File: src/rtl/nlx_pkg.sv
package nlx_pkg;

    localparam int MODE_W       = 2;
    localparam int MODE_CR2NL   = 0;
    localparam int MODE_NLSPLIT = 1;

    typedef struct packed {
        logic tail;
    } split_st_t;

    typedef struct packed {
        logic pend;
        logic done;
    } spec_flags_t;

endpackage

File: src/rtl/nlx_classify.sv
module nlx_classify #(
    parameter int DATA_W = 8,
    parameter logic [DATA_W-1:0] CR_CODE = 8'h0D,
    parameter logic [DATA_W-1:0] NL_CODE = 8'h0A
) (
    input  logic [DATA_W-1:0] chr,
    output logic              is_cr,
    output logic              is_nl
);
    always_comb begin
        is_cr = (chr == CR_CODE);
        is_nl = (chr == NL_CODE);
    end
endmodule

File: src/rtl/nlx_map.sv
module nlx_map
    import nlx_pkg::*;
#(
    parameter int DATA_W = 8,
    parameter logic [DATA_W-1:0] CR_CODE = 8'h0D,
    parameter logic [DATA_W-1:0] NL_CODE = 8'h0A
) (
    input  logic [MODE_W-1:0] mode,
    input  logic [DATA_W-1:0] chr,
    input  logic              is_cr,
    input  logic              is_nl,
    output logic [DATA_W-1:0] first,
    output logic              split
);
    always_comb begin
        first = chr;
        split = 1'b0;
        if (is_cr && mode[MODE_CR2NL]) begin
            first = NL_CODE;
        end else if (is_nl && mode[MODE_NLSPLIT]) begin
            first = CR_CODE;
            split = 1'b1;
        end
    end
endmodule

File: src/rtl/nlx_special.sv
module nlx_special
    import nlx_pkg::*;
#(
    parameter int DATA_W = 8
) (
    input  logic              clk,
    input  logic              rst_n,
    input  logic              req,
    input  logic [DATA_W-1:0] chr_in,
    input  logic              take,
    output logic              pend,
    output logic [DATA_W-1:0] chr_out,
    output logic              done
);
    spec_flags_t       fl_d, fl_q;
    logic [DATA_W-1:0] chr_d, chr_q;

    always_comb begin
        fl_d      = fl_q;
        chr_d     = chr_q;
        fl_d.done = take;
        if (take) begin
            fl_d.pend = 1'b0;
        end else if (req && !fl_q.pend) begin
            fl_d.pend = 1'b1;
            chr_d     = chr_in;
        end
    end

    always_ff @(posedge clk or negedge rst_n) begin
        if (!rst_n) begin
            fl_q  <= '0;
            chr_q <= '0;
        end else begin
            fl_q  <= fl_d;
            chr_q <= chr_d;
        end
    end

    assign pend    = fl_q.pend;
    assign done    = fl_q.done;
    assign chr_out = chr_q;
endmodule

File: src/rtl/nl_xlate_tx.sv
module nl_xlate_tx
    import nlx_pkg::*;
#(
    parameter int DATA_W = 8,
    parameter logic [DATA_W-1:0] CR_CODE = 8'h0D,
    parameter logic [DATA_W-1:0] NL_CODE = 8'h0A
) (
    input  logic              clk,
    input  logic              rst_n,
    input  logic [1:0]        mode,
    input  logic [DATA_W-1:0] in_data,
    input  logic              in_valid,
    output logic              in_ready,
    output logic [DATA_W-1:0] out_data,
    output logic              out_valid,
    input  logic              out_ready,
    input  logic              inj_req,
    input  logic [DATA_W-1:0] inj_char,
    output logic              inj_done
);
    split_st_t         st_d, st_q;
    logic              head_cr, head_nl, head_split;
    logic [DATA_W-1:0] head_first;
    logic              spec_pend, spec_take;
    logic [DATA_W-1:0] spec_chr;

    nlx_classify #(.DATA_W(DATA_W), .CR_CODE(CR_CODE), .NL_CODE(NL_CODE)) i_classify (
        .chr   (in_data),
        .is_cr (head_cr),
        .is_nl (head_nl)
    );

    nlx_map #(.DATA_W(DATA_W), .CR_CODE(CR_CODE), .NL_CODE(NL_CODE)) i_map (
        .mode  (mode),
        .chr   (in_data),
        .is_cr (head_cr),
        .is_nl (head_nl),
        .first (head_first),
        .split (head_split)
    );

    nlx_special #(.DATA_W(DATA_W)) i_special (
        .clk     (clk),
        .rst_n   (rst_n),
        .req     (inj_req),
        .chr_in  (inj_char),
        .take    (spec_take),
        .pend    (spec_pend),
        .chr_out (spec_chr),
        .done    (inj_done)
    );

    always_comb begin
        st_d      = st_q;
        out_valid = 1'b0;
        out_data  = head_first;
        in_ready  = 1'b0;
        spec_take = 1'b0;
        if (st_q.tail) begin
            // second half of an expansion: nothing may cut in
            out_valid = in_valid;
            out_data  = NL_CODE;
            in_ready  = out_ready;
            if (in_valid && out_ready) begin
                st_d.tail = 1'b0;
            end
        end else if (spec_pend) begin
            out_valid = 1'b1;
            out_data  = spec_chr;
            spec_take = out_ready;
        end else begin
            out_valid = in_valid;
            if (head_split) begin
                if (in_valid && out_ready) begin
                    st_d.tail = 1'b1;
                end
            end else begin
                in_ready = out_ready;
            end
        end
    end

    always_ff @(posedge clk or negedge rst_n) begin
        if (!rst_n) begin
            st_q <= '0;
        end else begin
            st_q <= st_d;
        end
    end
endmodule

File: config.mk
export PLATFORM = sky130hd
export DESIGN_NAME = nl_xlate_tx
export DESIGN_NICKNAME = d
export VERILOG_FILES = /design/src/rtl/nlx_pkg.sv /design/src/rtl/nlx_classify.sv /design/src/rtl/nlx_map.sv /design/src/rtl/nlx_special.sv /design/src/rtl/nl_xlate_tx.sv
export SDC_FILE = /design/constraint.sdc
export NUM_CORES = 1
export LEC_CHECK = 0
export ABC_AREA = 1
export BUFFER_PORTS_ARGS = -buffer_cell sky130_fd_sc_hd__buf_4
export CAP_MARGIN = 40
export CORE_MARGIN = 10
export CORE_UTILIZATION = 44
export CTS_CLUSTER_SIZE = 10
export DETAILED_ROUTE_END_ITERATION = 7
export HOLD_SLACK_MARGIN = 0.03
export PLACE_DENSITY_LB_ADDON = 0.2
export SYNTH_ARGS = -nofsm -noshare
export SYNTH_HDL_FRONTEND = slang
export SYNTH_SLANG_ARGS = --single-unit
File: constraint.sdc
create_clock -name clk -period 1.4 [get_ports clk]
set_input_delay 0.28 -clock clk [delete_from_list [all_inputs] [get_ports clk]]
set_output_delay 0.28 -clock clk [all_outputs]
set_load 0.02 [all_outputs]
# Word-level counts from Yosys, hierarchy flattened
# Index checks and enable logic that the tools add are counted.
# word_totals
out_inout_bits	11
inputBits	23
reg_bits	11
# op_classes
n_mux	20
bitwise	1
n_eq_ne	2
reduce_logical	7
# op_table
op	count
$mux W8	4
$eq A8 B4 Y1 const B	2
$mux W1	16
$logic_and A1 B1 Y1	4
$reduce_and A2 Y1	1
$reduce_bool A2 Y1	1
$logic_not A1 Y1	1
$not A1 Y1	1

# Longest topological paths before layout
# depth
word_depth	7
mapped_depth	7

# Cells and area by module
# Synthesis repeated with hierarchy kept, for this count alone.
# unflattened
hier_cells	116
hier_area_um2	734.5
# modules_own_cells
module	n_inst	cells_each	area_each_um2
nlx_special	1	39	385.4
nl_xlate_tx	1	43	197.7
nlx_map	1	20	96.3
nlx_classify	1	14	55.1

# Least setup slack after synthesis
# No wires, ideal clock.
# synth_timing
kind	register -> output
from	reg st_q
to	out out_data[0]
setup_slack_ns	0.131
arrival_time_ns	0.989
required_time_ns	1.120
stages_incl_launch_ff	5
cell_sequence	dfrtp_1 nor2_2 a21boi_4 nand2_1 nand2_1
# synth_between
elab_chain_cells	1
# synth_rtl
element	line	text
from (decl)	nl_xlate_tx.sv:21	split_st_t st_d, st_q;
from (signal assigned)	nl_xlate_tx.sv:87	st_q <= st_d;
$mux W8	nl_xlate_tx.sv:59	if (st_q.tail) begin
to (decl)	nl_xlate_tx.sv:14	output logic [DATA_W-1:0] out_data,
# Every way passes these cells.

# Final worst setup path
# layout_timing
from	reg i_special.fl_q (netlist bit i_special.pend)
to	out out_data[5]
# layout_between
elab_chain_cells	2
# layout_rtl
element	line	text
from (decl)	nlx_special.sv:15	spec_flags_t fl_d, fl_q;
from (signal assigned)	nlx_special.sv:35	fl_q <= fl_d;
$mux W8	nl_xlate_tx.sv:67	end else if (spec_pend) begin
$mux W8	nl_xlate_tx.sv:59	
# Every way passes these cells.

==> metrics.cfg <==
[cells_and_area]
diodes=0
area_delta_synth_final_pct=59.3
drive_gt1_share_pct=54.1
finalNonFillerCells=138
nets=146
finalInstanceArea_mm2=0.00109

[synth]
ys_seq_area_share_pct=40.1
synth.distinct_cells=19
syn_area_um2=686
avgSynthCellArea_um2=8.90
yosys_warnings=0
syn_inst=77
ys_ff_latch=11
postSynthNetCount=100

[sta]
tns_ns=-1.35
drv_slew=0
fmax_mhz=628
finalHoldViolations=0
tightest_slew_ns=0.178
min_period_over_period_pct=114
slew_headroom_pct=88.1
finalWorstSetupSlack_ns=-0.192
setup_viol=9
post-route-min-period_ns=1.59
skew_ns=0.000118
rsz0062_at_grt=true

[setup_path]
cp-startpoint=i_special.pend
r2r_end=st_q
path_max_fanout=6
r2r_cells=8
critPathKind=flop to output pin
reg2reg_slack_ns=0.08
arrival_ns=1.31
endpoint_kind=output pin
r2r_start=i_special.pend
required_ns=1.12
worst_setup_path_start_kind=flop

[power_and_ir_drop]
leakage_nw=0.603
combPwrFrac_pct=64.9
p_sw_uw=856
switching_share_pct=38.8
pwr-share-clk_pct=9.2
power_density_mw_per_mm2=2020
intPower_mw=1.35
power_frac_seq_pct=25.9
ir_drop_v=0.00118

[drt]
drc=0
wl_per_cell_um=13.0
firstDrtPassIters=4
routed_wirelength_mm=1.80
drtIter0Drc=9
ant_nets=0
vias_per_cell=4.82
vias=665

[clocking]
clkTransAtPathRegs_ns=0.06
cts_made_buffers=3
h-tree-depth=1
cts_buffer_depth=2
clk_latency_ns=0.26
cts_tree=built
root_buffer=clkbuf_4
cts_sinks=11

[placed_design]
placed_cells=127
globalplace.congestion=0.747
portBuffers=33
placed_cell_area_um2=961
dp_hpwl_mm=1.45

[global_route]
grt.overflow.total=0
grt_max_degree=12
grt_pass1_vias=709
grt_usage_pct=10.3
grt_pass1_wl_mm=2.90
antenna_found_initial=0

[run]
cap_violations=0

[floorplan]
ios=34
die_h_um=59.5
die_area_mm2=0.00354
die_w_um=59.5
core-area_mm2=0.00149
num_rows=14
start_util_pct=46.1

[run_status]
violations=negative setup slack
status=finished, violations left

[min_path]
hold_end=i_special.chr_out[1]
whs_path_depth=2
holdCritStartpoint=inj_char[1]
hold_path.class=primary input to flop

-- cells in the mapped netlist (all sizes together) --
| master | count | area share (%) |
|---|---|---|
| o22ai | 1 | 0.91 |
| a21oi | 2 | 1.5 |
| nor2 | 7 | 5.7 |
| nand2 | 33 | 21 |
| o21ai | 1 | 0.73 |
| inv | 7 | 4.2 |
| or2 | 1 | 0.91 |
| mux2 | 8 | 18 |
| and2 | 1 | 1.3 |
| nor3 | 1 | 1.5 |
| dfrtp | 11 | 40 |
| a21boi | 1 | 2.7 |
| nand3 | 3 | 2.2 |
-- critical path, cell delays in order (launching register included) --
cell and delay, ns:
dfrtp_2 0.45, nor2_4 0.10, a21boi_4 0.23, nand2_1 0.09, nand2_2 0.07, buf_6 0.11
-- routing by layer --
metal | part of all wire (%) | GRT usage, %
met1 | 39 | 10.2
met2 | 53 | 17.8
met3 | 7.0 | 3.86
met4 | 0.78 | 6.23
met5 | 0 | 0
-- state kept, by name (all words and copies together) (netlist names) --
name / cells
st_q: 1
i_special.done: 1
i_special.chr_out: 8
i_special.pend: 1
-- power groups by stage --
| stage | clock network, mW | logic, mW | registers (mW) |
|---|---|---|---|
| after floorplan | 0 | 0.761 | 0.545 |
| after global placement | 0 | 1.15 | 0.559 |
| after detailed placement | 0 | 1.16 | 0.567 |
| after CTS | 0.212 | 1.40 | 0.566 |
| after global routing | 0.231 | 1.53 | 0.589 |
| final | 0.202 | 1.43 | 0.570 |
-- cells by family after synthesis --
family | Yosys count | share of synthesized area, %
and+or+nand+nor | 46 | 32.3
DFF | 11 | 40.1
muxes | 8 | 17.5
buffers and inverters | 7 | 4.20
AOI/OAI and AO/OA | 5 | 5.84
-- repair_timing --
| item | in CTS | in global routing |
|---|---|---|
| pin swaps | 5 | 2 |
| setup endpoints to repair | 10 | 10 |
| gates cloned | 0 | 0 |
| hold endpoints to repair | 11 | 0 |
| gates resized for setup | 12 | 2 |
| buffers inserted | 5 | 1 |
| hold buffers | 1 | 0 |
-- cell usage in the layout (no fill, tap or decap) --
cell type      instances
a21boi_4               1
a21oi_1                1
a21oi_2                1
and2_4                 1
buf_4                 32
buf_6                  8
clkbuf_1               1
clkbuf_4               3
dfrtp_1               10
dfrtp_2                1
dlygate4sd3_1          1
inv_1                  5
inv_2                  1
inv_4                  1
mux2_4                 8
nand2_1               29
nand2_2                3
nand2_8                1
nand3_1                2
nand3_2                1
nor2_1                 4
nor2_2                 1
nor2_4                 2
nor3_2                 1
o21ai_0                1
o22ai_1                1
or2_1                  1
-- area by class of cell --
cell class / instances / area (µm²)
Tap cell: 16 / 20.0
Fill cell: 122 / 397
Sequential cell: 11 / 277
Inverter: 7 / 28.8
Clock buffer: 4 / 26.3
Multi-Input combinational cell: 59 / 400
Timing Repair Buffer: 41 / 340
-- through the flow --
| stage | hold slack (ns) | power [mW] | worst slack (ns) | utilization (%) |
|---|---|---|---|---|
| 6_report | 0.248 | 2.20 | -0.192 | 73.4 |
| 5_1_grt | 0.231 | 2.35 | -0.270 | 73.4 |
| 4_1_cts | 0.238 | 2.18 | -0.198 | 72.4 |
| 3_5_place_dp | 0.117 | 1.73 | 0.0358 | 64.5 |
| 3_3_place_gp | 0.118 | 1.71 | 0.0469 | 64.5 |
| 2_1_floorplan | -0.0156 | 1.31 | 0.131 | - |
-- how the worst max path moves through the flow --
stage | endpoint | slack [ns] | depth (start not counted)
after global routing | out_data[7] | -0.27 | 5
after floorplan | out_data[0] | 0.13 | 4
after detailed placement | out_data[6] | 0.04 | 5
after CTS | out_data[6] | -0.20 | 5
after global placement | out_data[6] | 0.05 | 5
final | out_data[5] | -0.19 | 5
No activity file was read; power rests on OpenSTA's default activity.
